## src/rtl/udma_ctl_pkg.sv

```systemverilog
package udma_ctl_pkg;

    typedef enum logic [1:0] {
        CLS_IDLE   = 2'd0,
        CLS_ACTIVE = 2'd1,
        CLS_INTR   = 2'd2,
        CLS_ERROR  = 2'd3
    } udma_cls_e;

    typedef struct packed {
        logic eirq;
        logic out_short;
        logic in_short;
        logic len_bad;
    } udma_err_t;

    // register addresses
    localparam int A_CFG   = 0;
    localparam int A_OP    = 1;
    localparam int A_STAT  = 2;
    localparam int A_LINES = 3;

    // status word bit positions (decoded by software)
    localparam int SB_SEQ  = 0;
    localparam int SB_REQ  = 16;
    localparam int SB_EIRQ = 17;
    localparam int SB_BUSY = 18;
    localparam int SB_OUT  = 24;
    localparam int SB_IN   = 25;
    localparam int SB_LEN  = 26;

endpackage

```

## src/rtl/udma_arm_seq.sv

```systemverilog
module udma_arm_seq (
    input  logic clk,
    input  logic rst_n,
    input  logic wr_op,
    input  logic rd_op,
    input  logic wdata_en,
    input  logic wdata_dir,
    input  logic clr_all,
    output logic en,
    output logic dir,
    output logic seq_err
);

    typedef struct packed {
        logic en;
        logic dir;
        logic pend;
        logic rb;
        logic seq_err;
    } arm_t;

    arm_t arm_d, arm_q;

    always_comb begin
        arm_d = arm_q;
        if (wr_op) begin
            if (!wdata_en) begin
                arm_d.en   = 1'b0;
                arm_d.dir  = wdata_dir;
                arm_d.pend = 1'b1;
                arm_d.rb   = 1'b0;
                if (clr_all) arm_d.seq_err = 1'b0;
            end else begin
                if (arm_q.rb && (wdata_dir == arm_q.dir)) arm_d.en = 1'b1;
                else                                       arm_d.seq_err = 1'b1;
                arm_d.pend = 1'b0;
                arm_d.rb   = 1'b0;
            end
        end else if (rd_op && arm_q.pend) begin
            arm_d.pend = 1'b0;
            arm_d.rb   = 1'b1;
        end
    end

    always_ff @(posedge clk or negedge rst_n) begin
        if (!rst_n) arm_q <= '0;
        else        arm_q <= arm_d;
    end

    assign en      = arm_q.en;
    assign dir     = arm_q.dir;
    assign seq_err = arm_q.seq_err;


    en_rise_chk: assert property (@(posedge clk) disable iff (!rst_n)
        $rose(arm_q.en) |-> $past(arm_q.rb));


    seq_ignore_chk: assert property (@(posedge clk) disable iff (!rst_n)
        (wr_op && wdata_en && !arm_q.rb) |=> (arm_q.seq_err && $stable(arm_q.en)));

endmodule

```

## src/rtl/udma_err_gather.sv

```systemverilog
module udma_err_gather
    import udma_ctl_pkg::*;
(
    input  logic      clk,
    input  logic      rst_n,
    input  logic      clr,
    input  udma_err_t err_in,
    output udma_err_t err_held
);

    udma_err_t err_d, err_q;

    always_comb begin
        if (clr) err_d = err_in;
        else     err_d = err_q | err_in;
    end

    always_ff @(posedge clk or negedge rst_n) begin
        if (!rst_n) err_q <= '0;
        else        err_q <= err_d;
    end

    assign err_held = err_q;


    sticky_hold_chk: assert property (@(posedge clk) disable iff (!rst_n)
        ((err_q != '0) && !clr) |=> ((err_q & $past(err_q)) == $past(err_q)));

endmodule

```

## src/rtl/udma_classify.sv

```systemverilog
module udma_classify
    import udma_ctl_pkg::*;
(
    input  udma_err_t err_held,
    input  logic      intrq,
    input  logic      busy,
    input  logic      req,
    output udma_cls_e cls
);

    always_comb begin
        if (err_held != '0)    cls = CLS_ERROR;
        else if (intrq)        cls = CLS_INTR;
        else if (busy || req)  cls = CLS_ACTIVE;
        else                   cls = CLS_IDLE;
    end

endmodule

```

## src/rtl/udma_ctl.sv

```systemverilog
module udma_ctl
    import udma_ctl_pkg::*;
#(
    parameter int ADDR_W = 2,
    parameter int DATA_W = 32,
    parameter int CFG_W  = 8
) (
    input  logic              clk,
    input  logic              rst_n,
    input  logic              reg_wr,
    input  logic              reg_rd,
    input  logic [ADDR_W-1:0] reg_addr,
    input  logic [DATA_W-1:0] reg_wdata,
    output logic [DATA_W-1:0] reg_rdata,
    input  logic              ata_intrq,
    input  logic              eng_req,
    input  logic              eng_busy,
    input  logic              eng_err_irq,
    input  logic              eng_out_short,
    input  logic              eng_in_short,
    input  logic              eng_len_bad,
    output logic              udma_en,
    output logic              udma_dir,
    output logic              seq_err,
    output logic [1:0]        xfer_cls,
    output logic              cs0_n,
    output logic              cs1_n,
    output logic              dior_n,
    output logic              diow_n
);

    localparam int LINE_W = 4;

    typedef struct packed {
        logic [CFG_W-1:0]  cfg;
        logic [LINE_W-1:0] lines;
    } top_t;

    top_t top_d, top_q;

    logic      wr_op, rd_op, clr_all;
    udma_err_t err_now, err_held;
    udma_cls_e cls;

    assign wr_op   = reg_wr && (reg_addr == ADDR_W'(A_OP));
    assign rd_op   = reg_rd && !reg_wr && (reg_addr == ADDR_W'(A_OP));
    assign clr_all = wr_op && (reg_wdata == '0);

    assign err_now = '{eirq: eng_err_irq, out_short: eng_out_short,
                       in_short: eng_in_short, len_bad: eng_len_bad};

    udma_arm_seq u_arm (
        .clk       (clk),
        .rst_n     (rst_n),
        .wr_op     (wr_op),
        .rd_op     (rd_op),
        .wdata_en  (reg_wdata[0]),
        .wdata_dir (reg_wdata[1]),
        .clr_all   (clr_all),
        .en        (udma_en),
        .dir       (udma_dir),
        .seq_err   (seq_err)
    );

    udma_err_gather u_err (
        .clk      (clk),
        .rst_n    (rst_n),
        .clr      (clr_all),
        .err_in   (err_now),
        .err_held (err_held)
    );

    udma_classify u_cls (
        .err_held (err_held),
        .intrq    (ata_intrq),
        .busy     (eng_busy),
        .req      (eng_req),
        .cls      (cls)
    );

    always_comb begin
        top_d = top_q;
        if (reg_wr && (reg_addr == ADDR_W'(A_CFG)))   top_d.cfg   = reg_wdata[CFG_W-1:0];
        if (reg_wr && (reg_addr == ADDR_W'(A_LINES))) top_d.lines = reg_wdata[LINE_W-1:0];
        if (clr_all)                                  top_d.lines = '1;
    end

    always_ff @(posedge clk or negedge rst_n) begin
        if (!rst_n) begin
            top_q.cfg   <= '0;
            top_q.lines <= '1;
        end else begin
            top_q <= top_d;
        end
    end

    always_comb begin
        reg_rdata = '0;
        if (reg_rd) begin
            case (int'(reg_addr))
                A_CFG:   reg_rdata[CFG_W-1:0] = top_q.cfg;
                A_OP:    reg_rdata[1:0]       = {udma_dir, udma_en};
                A_STAT: begin
                    reg_rdata[SB_SEQ]  = seq_err;
                    reg_rdata[SB_REQ]  = eng_req;
                    reg_rdata[SB_EIRQ] = err_held.eirq;
                    reg_rdata[SB_BUSY] = eng_busy;
                    reg_rdata[SB_OUT]  = err_held.out_short;
                    reg_rdata[SB_IN]   = err_held.in_short;
                    reg_rdata[SB_LEN]  = err_held.len_bad;
                end
                A_LINES: reg_rdata[LINE_W-1:0] = top_q.lines;
                default: reg_rdata = '0;
            endcase
        end
    end

    assign xfer_cls = cls;
    assign cs0_n    = top_q.lines[0];
    assign cs1_n    = top_q.lines[1];
    assign dior_n   = top_q.lines[2];
    assign diow_n   = top_q.lines[3];


    stop_idle_chk: assert property (@(posedge clk) disable iff (!rst_n)
        clr_all |=> (!udma_en && !udma_dir && cs0_n && cs1_n && dior_n && diow_n));


    idle_quiet_chk: assert property (@(posedge clk) disable iff (!rst_n)
        (xfer_cls == 2'd0) |-> (!ata_intrq && !eng_busy && !eng_req));


    intr_rank_chk: assert property (@(posedge clk) disable iff (!rst_n)
        (ata_intrq && (err_held == '0)) |-> (xfer_cls == 2'd2));

endmodule

```

## config.mk

```make
export PLATFORM = sky130hd
export DESIGN_NAME = udma_ctl
export DESIGN_NICKNAME = d
export VERILOG_FILES = /design/src/rtl/udma_ctl_pkg.sv /design/src/rtl/udma_arm_seq.sv /design/src/rtl/udma_err_gather.sv /design/src/rtl/udma_classify.sv /design/src/rtl/udma_ctl.sv
export SDC_FILE = /design/constraint.sdc
export NUM_CORES = 1
export LEC_CHECK = 0
export ABC_AREA = 1
export BUFFER_PORTS_ARGS = -buffer_cell sky130_fd_sc_hd__buf_2
export CORE_AREA = 2 2 91 58
export CTS_CLUSTER_DIAMETER = 40
export DETAILED_ROUTE_END_ITERATION = 10
export DIE_AREA = 0 0 93 60
export GPL_TIMING_DRIVEN = 0
export PLACE_DENSITY = 0.65
export SETUP_SLACK_MARGIN = 0.3
export SYNTH_ARGS = -nofsm -noshare
export SYNTH_HDL_FRONTEND = slang
export SYNTH_HIERARCHICAL = 1
export SYNTH_SLANG_ARGS = --single-unit
export TNS_END_PERCENT = 30
```

## constraint.sdc

```tcl
create_clock -name clk -period 2.13 [get_ports clk]
set_clock_uncertainty 0.2 [all_clocks]
set_input_delay 0.426 -clock clk [delete_from_list [all_inputs] [get_ports clk]]
set_output_delay 0.426 -clock clk [all_outputs]
set_load 0.01 [all_outputs]
```

# Yosys cells after proc, flatten, opt, wreduce, memory -nomap -nowiden
# Cells that the tools add are included.
[totals]
word_cells = 58
output_inout_bits = 41
latchBits = 0
reg_bits = 21
n_memories = 0
ram_bits = 0
mem_bits_ro = 0
[op_classes]
n_addsub = 0
n_mux = 20
magnitude_cmp = 0
n_eq_ne = 6
n_reduce_logical = 19
bitwise = 2
shifts = 0
n_mul = 0
div_mod_pow = 0
[op_table]
columns = ["cell", "count"]
rows = [
  ["32-bit logical NOT", 1],
  ["27-bit 2-to-1 mux", 1],
  ["4-bit 2-to-1 mux", 4],
  ["3-bit 2-to-1 mux", 3],
  ["1-bit logical AND", 8],
  ["2-bit 2-to-1 mux", 4],
  ["2-bit nonzero test", 3],
  ["1-bit 2-to-1 mux", 5],
  ["2-bit equality test (second input constant)", 2],
  ["4-bit OR", 1],
  ["1-bit case mux with 4 select lines", 1],
  ["2-bit case mux with 2 select lines", 1],
  ["2-bit AND reduction", 2],
  ["4-bit nonzero test", 1],
  ["1-bit case mux with 3 select lines", 1],
  ["3-bit AND reduction", 1],
  ["2-bit by 1-bit equality test with 1-bit output (second input constant)", 1],
  ["2-bit logical NOT", 1],
  ["2-bit by 1-bit inequality test with 1-bit output (second input constant)", 1],
  ["2-bit inequality test (second input constant)", 1],
  ["1-bit equality test", 1],
  ["1-bit logical NOT", 1],
  ["1-bit logical OR", 1],
  ["1-bit NOT", 1],
]

# Logic depth before layout (Yosys ltp)
# Gate-level depths: netlist of run 1.
[logic_depth]
ltp_word = 6
ltp_mapped = 9
mapped_depth_nobuf = 9

# Cells and area by module
# Netlist of run 1, hierarchy kept.
[by_module_without_submodules]
columns = ["mod", "area_per_inst_um2", "cells_each", "n_inst"]
rows = [
  ["udma_ctl", 1016.0, 150, 1],
  ["udma_arm_seq", 224.0, 25, 1],
  ["udma_err_gather", 148.9, 17, 1],
  ["udma_classify", 45.0, 11, 1],
]

# Worst setup path after synthesis of run 1
# OpenSTA, ideal clock, no wires.
[synth_timing]
path_kind = "input -> output"
from = "in reg_addr[0]"
to = "out reg_rdata[2]"
stages = 4
arrival_ps = 1167
setup_slack_ps = 337
n_path_buf = 0
cell_sequence = "inv_1 -> ha_1 -> nand2_1 -> a211oi_1"
[synth_via]
elab_chain_cells = 3
elab_cells_between_ends = 4
[synth_rtl]
columns = ["element", "line_no", "text"]
rows = [
  ["from (decl)", "udma_ctl.sv:12", "input logic [ADDR_W-1:0] reg_addr,"],
  ["2-bit equality test / 2-bit logical NOT (equally long branches)", "udma_ctl.sv:100", "case (int'(reg_addr))"],
  ["2-bit case mux with 2 select lines *", "udma_ctl.sv:100", ""],
  ["27-bit 2-to-1 mux *", "udma_ctl.sv:99", "if (reg_rd) begin"],
  ["to (decl)", "udma_ctl.sv:14", "output logic [DATA_W-1:0] reg_rdata,"],
]
# Mark *: on every way between the ends. The rest lies on a longest branch, timed or not.

# Final worst setup path of run 1
[layout_timing]
from = "in reg_addr[0]"
to = "out reg_rdata[0]"
[layout_via]
elab_chain_cells = 3
elab_cells_between_ends = 6
[layout_rtl]
columns = ["element", "line_no"]
rows = [
  ["2-bit equality test, or another cell as far along", "udma_ctl.sv:100"],
  ["1-bit case mux with 4 select lines *", "udma_ctl.sv:100"],
  ["27-bit 2-to-1 mux *", "udma_ctl.sv:99"],
]
# Marked as above.

==> impl_metrics.json, run 1 <==
{
  "status": "finished, final reports clean",
  "areaGrowthSynthToFinish_pct": 46.2,
  "placementRows": 20,
  "slew_violations": 0,
  "start_kind": "primary input",
  "crit_fanout": 4,
  "finalSetupViolCount": 0,
  "reg2reg_from": "diow_n$_DFFE_PN1P_",
  "maxCapViolCount": 0,
  "grt_max_degree": 22,
  "tns_ns": 0,
  "yosysTopAreaCellShare": 0.297,
  "cts_sinks": 21,
  "die_area_um2": 5580,
  "arrival_ns": 1.25,
  "drtAntennaViolNets": 0,
  "layout_commonest_cell": "buf_2",
  "worstSetupPathType": "in2out",
  "overflow": 0,
  "endpoint": "reg_rdata[0]",
  "multiInputGateArea_um2": 759,
  "syn-cell-area_um2": 1430,
  "path_clk_slew_ns": 0.08,
  "initial_core_util": 0.298,
  "drt_iter0_markers": 69,
  "use_met1": 0.189,
  "num_antenna_cells": 0,
  "cp_cell_sequence": "buf_8, inv_8, ha_2, inv_1, o21ai_0, a31oi_1, buf_2",
  "met3_usage": 0.0429,
  "synth_area_leader_cell": "dfrtp_1",
  "required_ns": 1.50,
  "grt_pass1_wl_um": 5930,
  "pre_cts_slack_ns": 0.0872,
  "io_pins": 86,
  "vias": 1435,
  "drive_gt1_frac": 0.414,
  "wl_per_cell_um": 10.1,
  "insertion_delay_ns": 0.26,
  "synth_cells": 203,
  "finalCriticalPeriod_ns": 1.88,
  "finalHoldViolCount": 0,
  "hold_class": "in2reg",
  "port_buffers": 67,
  "max_freq_ghz": 0.532,
  "grt_setup_unrepaired": "true",
  "antenna_found_initial": 0,
  "die_h_um": 60,
  "dp_hpwl_um": 2930,
  "r2r_slack_ns": 0.91,
  "cts_buffers": 3,
  "cts-htree-levels": 1,
  "min_period_over_period": 0.882,
  "cts_tree": "yes",
  "drc": 0,
  "synth-warning-count": 6,
  "cts-root-buf": "clkbuf_8",
  "cp-end-kind": "primary output",
  "core_area_um2": 4800,
  "synth-seq-area-share": 0.370,
  "ir_worst_vdd_mv": 0.298,
  "most-common-layout-cells": "buf_2 (65), nand2_1 (42), nor2_1 (36), inv_1 (32), buf_4 (22)",
  "firstDrtPassIters": 4,
  "vias_per_cell": 3.98,
  "layout_setup_ws_ns": 0.251,
  "nNetsFinal": 347,
  "power_density_nw_per_um2": 512,
  "worstSetupStartpoint": "reg_addr[0]",
  "grt_pass1_vias": 1364,
  "die_x_um": 93,
  "grt_util_met2": 0.215,
  "grt_use_total": 0.137,
  "cp_top_family": "buffers and inverters",
  "place.gp.congestion": 0.760,
  "ys_types": 24,
  "r2r_end": "diow_n$_DFFE_PN1P_",
  "syn_avg_cell_area_um2": 7.06,
  "crit_cells": 7,
  "crit_slowest_cell": "a31oi_1",
  "reg2reg_depth": 6,
  "cp.buffers_inverters": 4,
  "fill_cells": 517,
  "grt.busiest_layer": "met2",
  "final_util": 0.436,
  "clk_path_buf_depth": 2,
  "seq_area_um2": 531,
  "synth.area.top_cells": "dfrtp_1 (30%), nand2_1 (13%), buf_4 (9.9%)",
  "ys_ff_latch": 21,
  "crit_path_max_incr_delay_ns": 0.21,
  "drt-total-wl_um": 3650,
  "leakagePower_nw": 1.22
}
-- tightest hold or removal path: stages --
cell and delay (ns):
buf_2 0.07, inv_1 0.03, nand2_1 0.05
-- synthesized netlist by cell type --
cell	count
a211oi_1	2
a21oi_1	6
a31o_2	1
a31oi_1	1
buf_4	19
conb_1	1
dfrtp_1	17
dfstp_2	4
ha_1	6
inv_1	34
inv_2	2
mux2_2	2
nand2_1	48
nand2_2	2
nand3_1	3
nand3_2	1
nand4_1	1
nor2_1	36
nor2_2	1
nor2_4	1
nor3b_1	1
o21ai_0	8
o21ai_1	2
o21bai_1	4
-- registers in the layout (all words and copies together), names as in the netlist --
name            cells
top_q               8
u_err/err_held      4
u_arm/arm_q         2
cs0_n               1
cs1_n               1
dior_n              1
diow_n              1
u_arm/dir           1
u_arm/en            1
u_arm/seq_err       1
-- layout make-up --
class | instances | area share
Buffer | 19 | 0.0680
Multi-Input combinational cell | 144 | 0.362
Sequential cell | 21 | 0.253
Timing Repair Buffer | 71 | 0.185
Tap cell | 66 | 0.0394
Clock inverter | 1 | 0.00239
Inverter | 36 | 0.0704
Clock buffer | 3 | 0.0197
-- cell families (layout without fill, tap and decap cells) --
kind of cell	Yosys count	in the layout	synth area share
simple gates	94	94	0.268
fa+ha+maj	6	6	0.0524
compound gates	24	24	0.0977
buf+inv	55	130	0.194
other cells	1	18	0.00262
flops	21	21	0.370
mux	2	2	0.0157
-- worst min-delay path by stage --
stage / start / end / slack (ns) / cells after the start
after floorplan: rst_n / top_q[10]$_DFFE_PN0P_ / -0.07 / 0
after global placement: rst_n / top_q[8]$_DFFE_PN0P_ / 0.21 / 1
after detailed placement: rst_n / top_q[8]$_DFFE_PN0P_ / 0.21 / 1
after CTS: eng_out_short / u_err/err_held[2]$_DFF_PN0_ / 0.14 / 3
after global routing: eng_out_short / u_err/err_held[2]$_DFF_PN0_ / 0.14 / 3
final: eng_out_short / u_err/err_held[2]$_DFF_PN0_ / 0.14 / 3
-- stage by stage --
stage	hold slack (ns)	total power [mW]	area [um2]	instances
after floorplan	-0.0696	0.657	1500	220
after global placement	0.214	0.770	1920	353
after detailed placement	0.211	0.777	1920	353
after CTS	0.140	1.07	2060	361
after global routing	0.137	1.15	2100	361
final	0.140	1.07	2100	361
-- where the power goes --
group	leakage (nW)	total, mW	internal, mW	switching, mW
clock	0.0255	0.263	0.130	0.133
sequential	0.229	0.493	0.460	0.0332
combinational	0.968	0.317	0.155	0.163
-- timing repair --
action | 4_1_cts | 5_1_grt
buffers inserted | 3 | 0
pin swaps | 4 | 5
resized for setup | 18 | 11
setup endpoints to repair | 14 | 14
endpoints found under the hold margin | 17 | 0
hold buffers | 1 | 0
-- routing by layer --
layer / wire length [um] / vias up
met5: 0 / -
met4: 16 / 0
met3: 238 / 2
met2: 1570 / 39
met1: 1830 / 633
li1: - / 761
(Power assumes the default switching activity.)
==> inputs of run 2 (changes only) <==
--- a/config.mk
+++ b/config.mk
@@ -13,7 +13,6 @@
 export DIE_AREA = 0 0 93 60
 export GPL_TIMING_DRIVEN = 0
 export PLACE_DENSITY = 0.65
-export SETUP_SLACK_MARGIN = 0.3
 export SYNTH_ARGS = -nofsm -noshare
 export SYNTH_HDL_FRONTEND = slang
 export SYNTH_HIERARCHICAL = 1
==> impl_metrics.json, run 2 (synthesis gave the netlist of run 1 again) <==
{
  "grt_use_total": 0.130,
  "die_h_um": 60,
  "crit_fanout": 5,
  "nNetsFinal": 344,
  "place.gp.congestion": 0.760,
  "total_power_mw": 1.03,
  "grt_max_degree": 22,
  "switching_share": 0.302,
  "finalSetupViolCount": 0,
  "drive_gt1_frac": 0.360,
  "finalHoldViolCount": 0,
  "grt_setup_unrepaired": "false",
  "num_antenna_cells": 0,
  "post_dp_cell_area_um2": 1920,
  "required_ns": 1.50,
  "largest_reg_flops": 8,
  "min_period_over_period": 0.949,
  "p_clk_frac": 0.254,
  "slew_violations": 0,
  "drc": 0,
  "wl_per_cell_um": 9.74,
  "firstDrtPassIters": 4,
  "drt_iter0_markers": 79,
  "hold_class": "in2reg",
  "arrival_ns": 1.40,
  "core_area_um2": 4800,
  "finalCriticalPeriod_ns": 2.02,
  "drtAntennaViolNets": 0,
  "leakagePower_nw": 1.19,
  "worstSetupPathType": "in2out",
  "power_switching_mw": 0.312,
  "die_x_um": 93,
  "most-common-layout-cells": "buf_2 (67), nand2_1 (48), nor2_1 (36), inv_1 (34), buf_4 (19)",
  "pwr-share-seq": 0.477,
  "areaGrowthSynthToFinish_pct": 37.7,
  "intPower_mw": 0.721,
  "vias": 1426,
  "insertion_delay_ns": 0.26,
  "combPwrFrac": 0.269,
  "path_clk_slew_ns": 0.08,
  "initial_core_util": 0.298,
  "layout_commonest_cell": "buf_2",
  "port_buffers": 67,
  "drt-total-wl_um": 3490,
  "cts_tree": "yes",
  "grt_pass1_vias": 1318,
  "placementRows": 20,
  "max_freq_ghz": 0.495,
  "clk_path_buf_depth": 2,
  "postCtsSetupBuffers": 0,
  "tns_ns": 0,
  "status": "finished, final reports clean",
  "cp-end-kind": "primary output",
  "cts-root-buf": "clkbuf_8",
  "cts_buffers": 3,
  "whs_ns": 0.140,
  "io_pins": 86,
  "antenna_found_initial": 0,
  "grt_pass1_wl_um": 5640,
  "dp_hpwl_um": 2930,
  "die_area_um2": 5580,
  "maxCapViolCount": 0,
  "power_density_nw_per_um2": 523,
  "vias_per_cell": 3.98,
  "overflow": 0,
  "cts-htree-levels": 1,
  "final_area_um2": 1970,
  "cts_sinks": 21,
  "start_kind": "primary input",
  "ir_worst_vdd_mv": 0.293,
  "top_register": "top_q"
}
[run 2: power groups by stage]
| stage | logic, mW | registers, mW | clock network [mW] |
|---|---|---|---|
| CTS | 0.279 | 0.493 | 0.268 |
| global route | 0.316 | 0.499 | 0.291 |
| global placement | 0.271 | 0.499 | 0 |
| floorplan | 0.155 | 0.503 | 0 |
| detailed placement | 0.276 | 0.500 | 0 |
| finish | 0.278 | 0.492 | 0.263 |
[run 2: per-layer routing]
layer | GRT usage | part of all wire | vias up
met2 | 0.205 | 0.41 | 49
met5 | 0 | 0 | -
met3 | 0.0441 | 0.078 | 2
li1 | - | - | 758
met1 | 0.177 | 0.51 | 617
met4 | 0.0252 | 0.0046 | 0
[run 2: final cells by class]
cell class	count	area (um2)
clock buffers	3	41.3
flip-flops and latches	21	531
multi-input cells	144	692
clock inverters	1	5.00
inverters	36	135
plain buffers	19	143
repair buffers	68	345
fillers	524	2830
well taps	66	82.6
[run 2: path summary, 6_finish.rpt]
| check | from | endpoint | slack [ns] | cells past startpoint |
|---|---|---|---|---|
| worst max-delay path | reg_addr[0] | reg_rdata[2] | 0.11 | 6 |
| worst min-delay path | eng_out_short | u_err/err_held[2]$_DFF_PN0_ | 0.14 | 3 |
| worst max register to register | cs0_n$_DFFE_PN1P_ | cs0_n$_DFFE_PN1P_ | 0.99 | 5 |
| worst min register to register | u_err/err_held[2]$_DFF_PN0_ | u_err/err_held[2]$_DFF_PN0_ | 0.31 | 2 |
| max in group asynchronous | rst_n | cs1_n$_DFFE_PN1P_ | 0.95 | 2 |
| min in group asynchronous | rst_n | top_q[4]$_DFFE_PN0P_ | 0.44 | 2 |
[run 2: worst max-delay path: stages]
cell and delay [ns]:
buf_2 0.12, inv_1 0.12, ha_2 0.26, nand2_1 0.06, a211oi_1 0.23, buf_2 0.18
[run 2: what timing repair did]
action | in CTS | in global routing
hold buffers | 1 | 0
setup endpoints to repair | 0 | 3
gates resized for setup | 0 | 1
hold endpoints to repair | 17 | 0
[run 2: metrics by stage]
| step | cells | util | worst slack (ns) |
|---|---|---|---|
| CTS | 358 | 0.410 | 0.0818 |
| floorplan | 220 | - | 0.337 |
| global placement | 353 | 0.399 | 0.0523 |
| global route | 358 | 0.411 | 0.0643 |
| detailed placement | 353 | 0.399 | 0.0872 |
| finish | 358 | 0.411 | 0.108 |
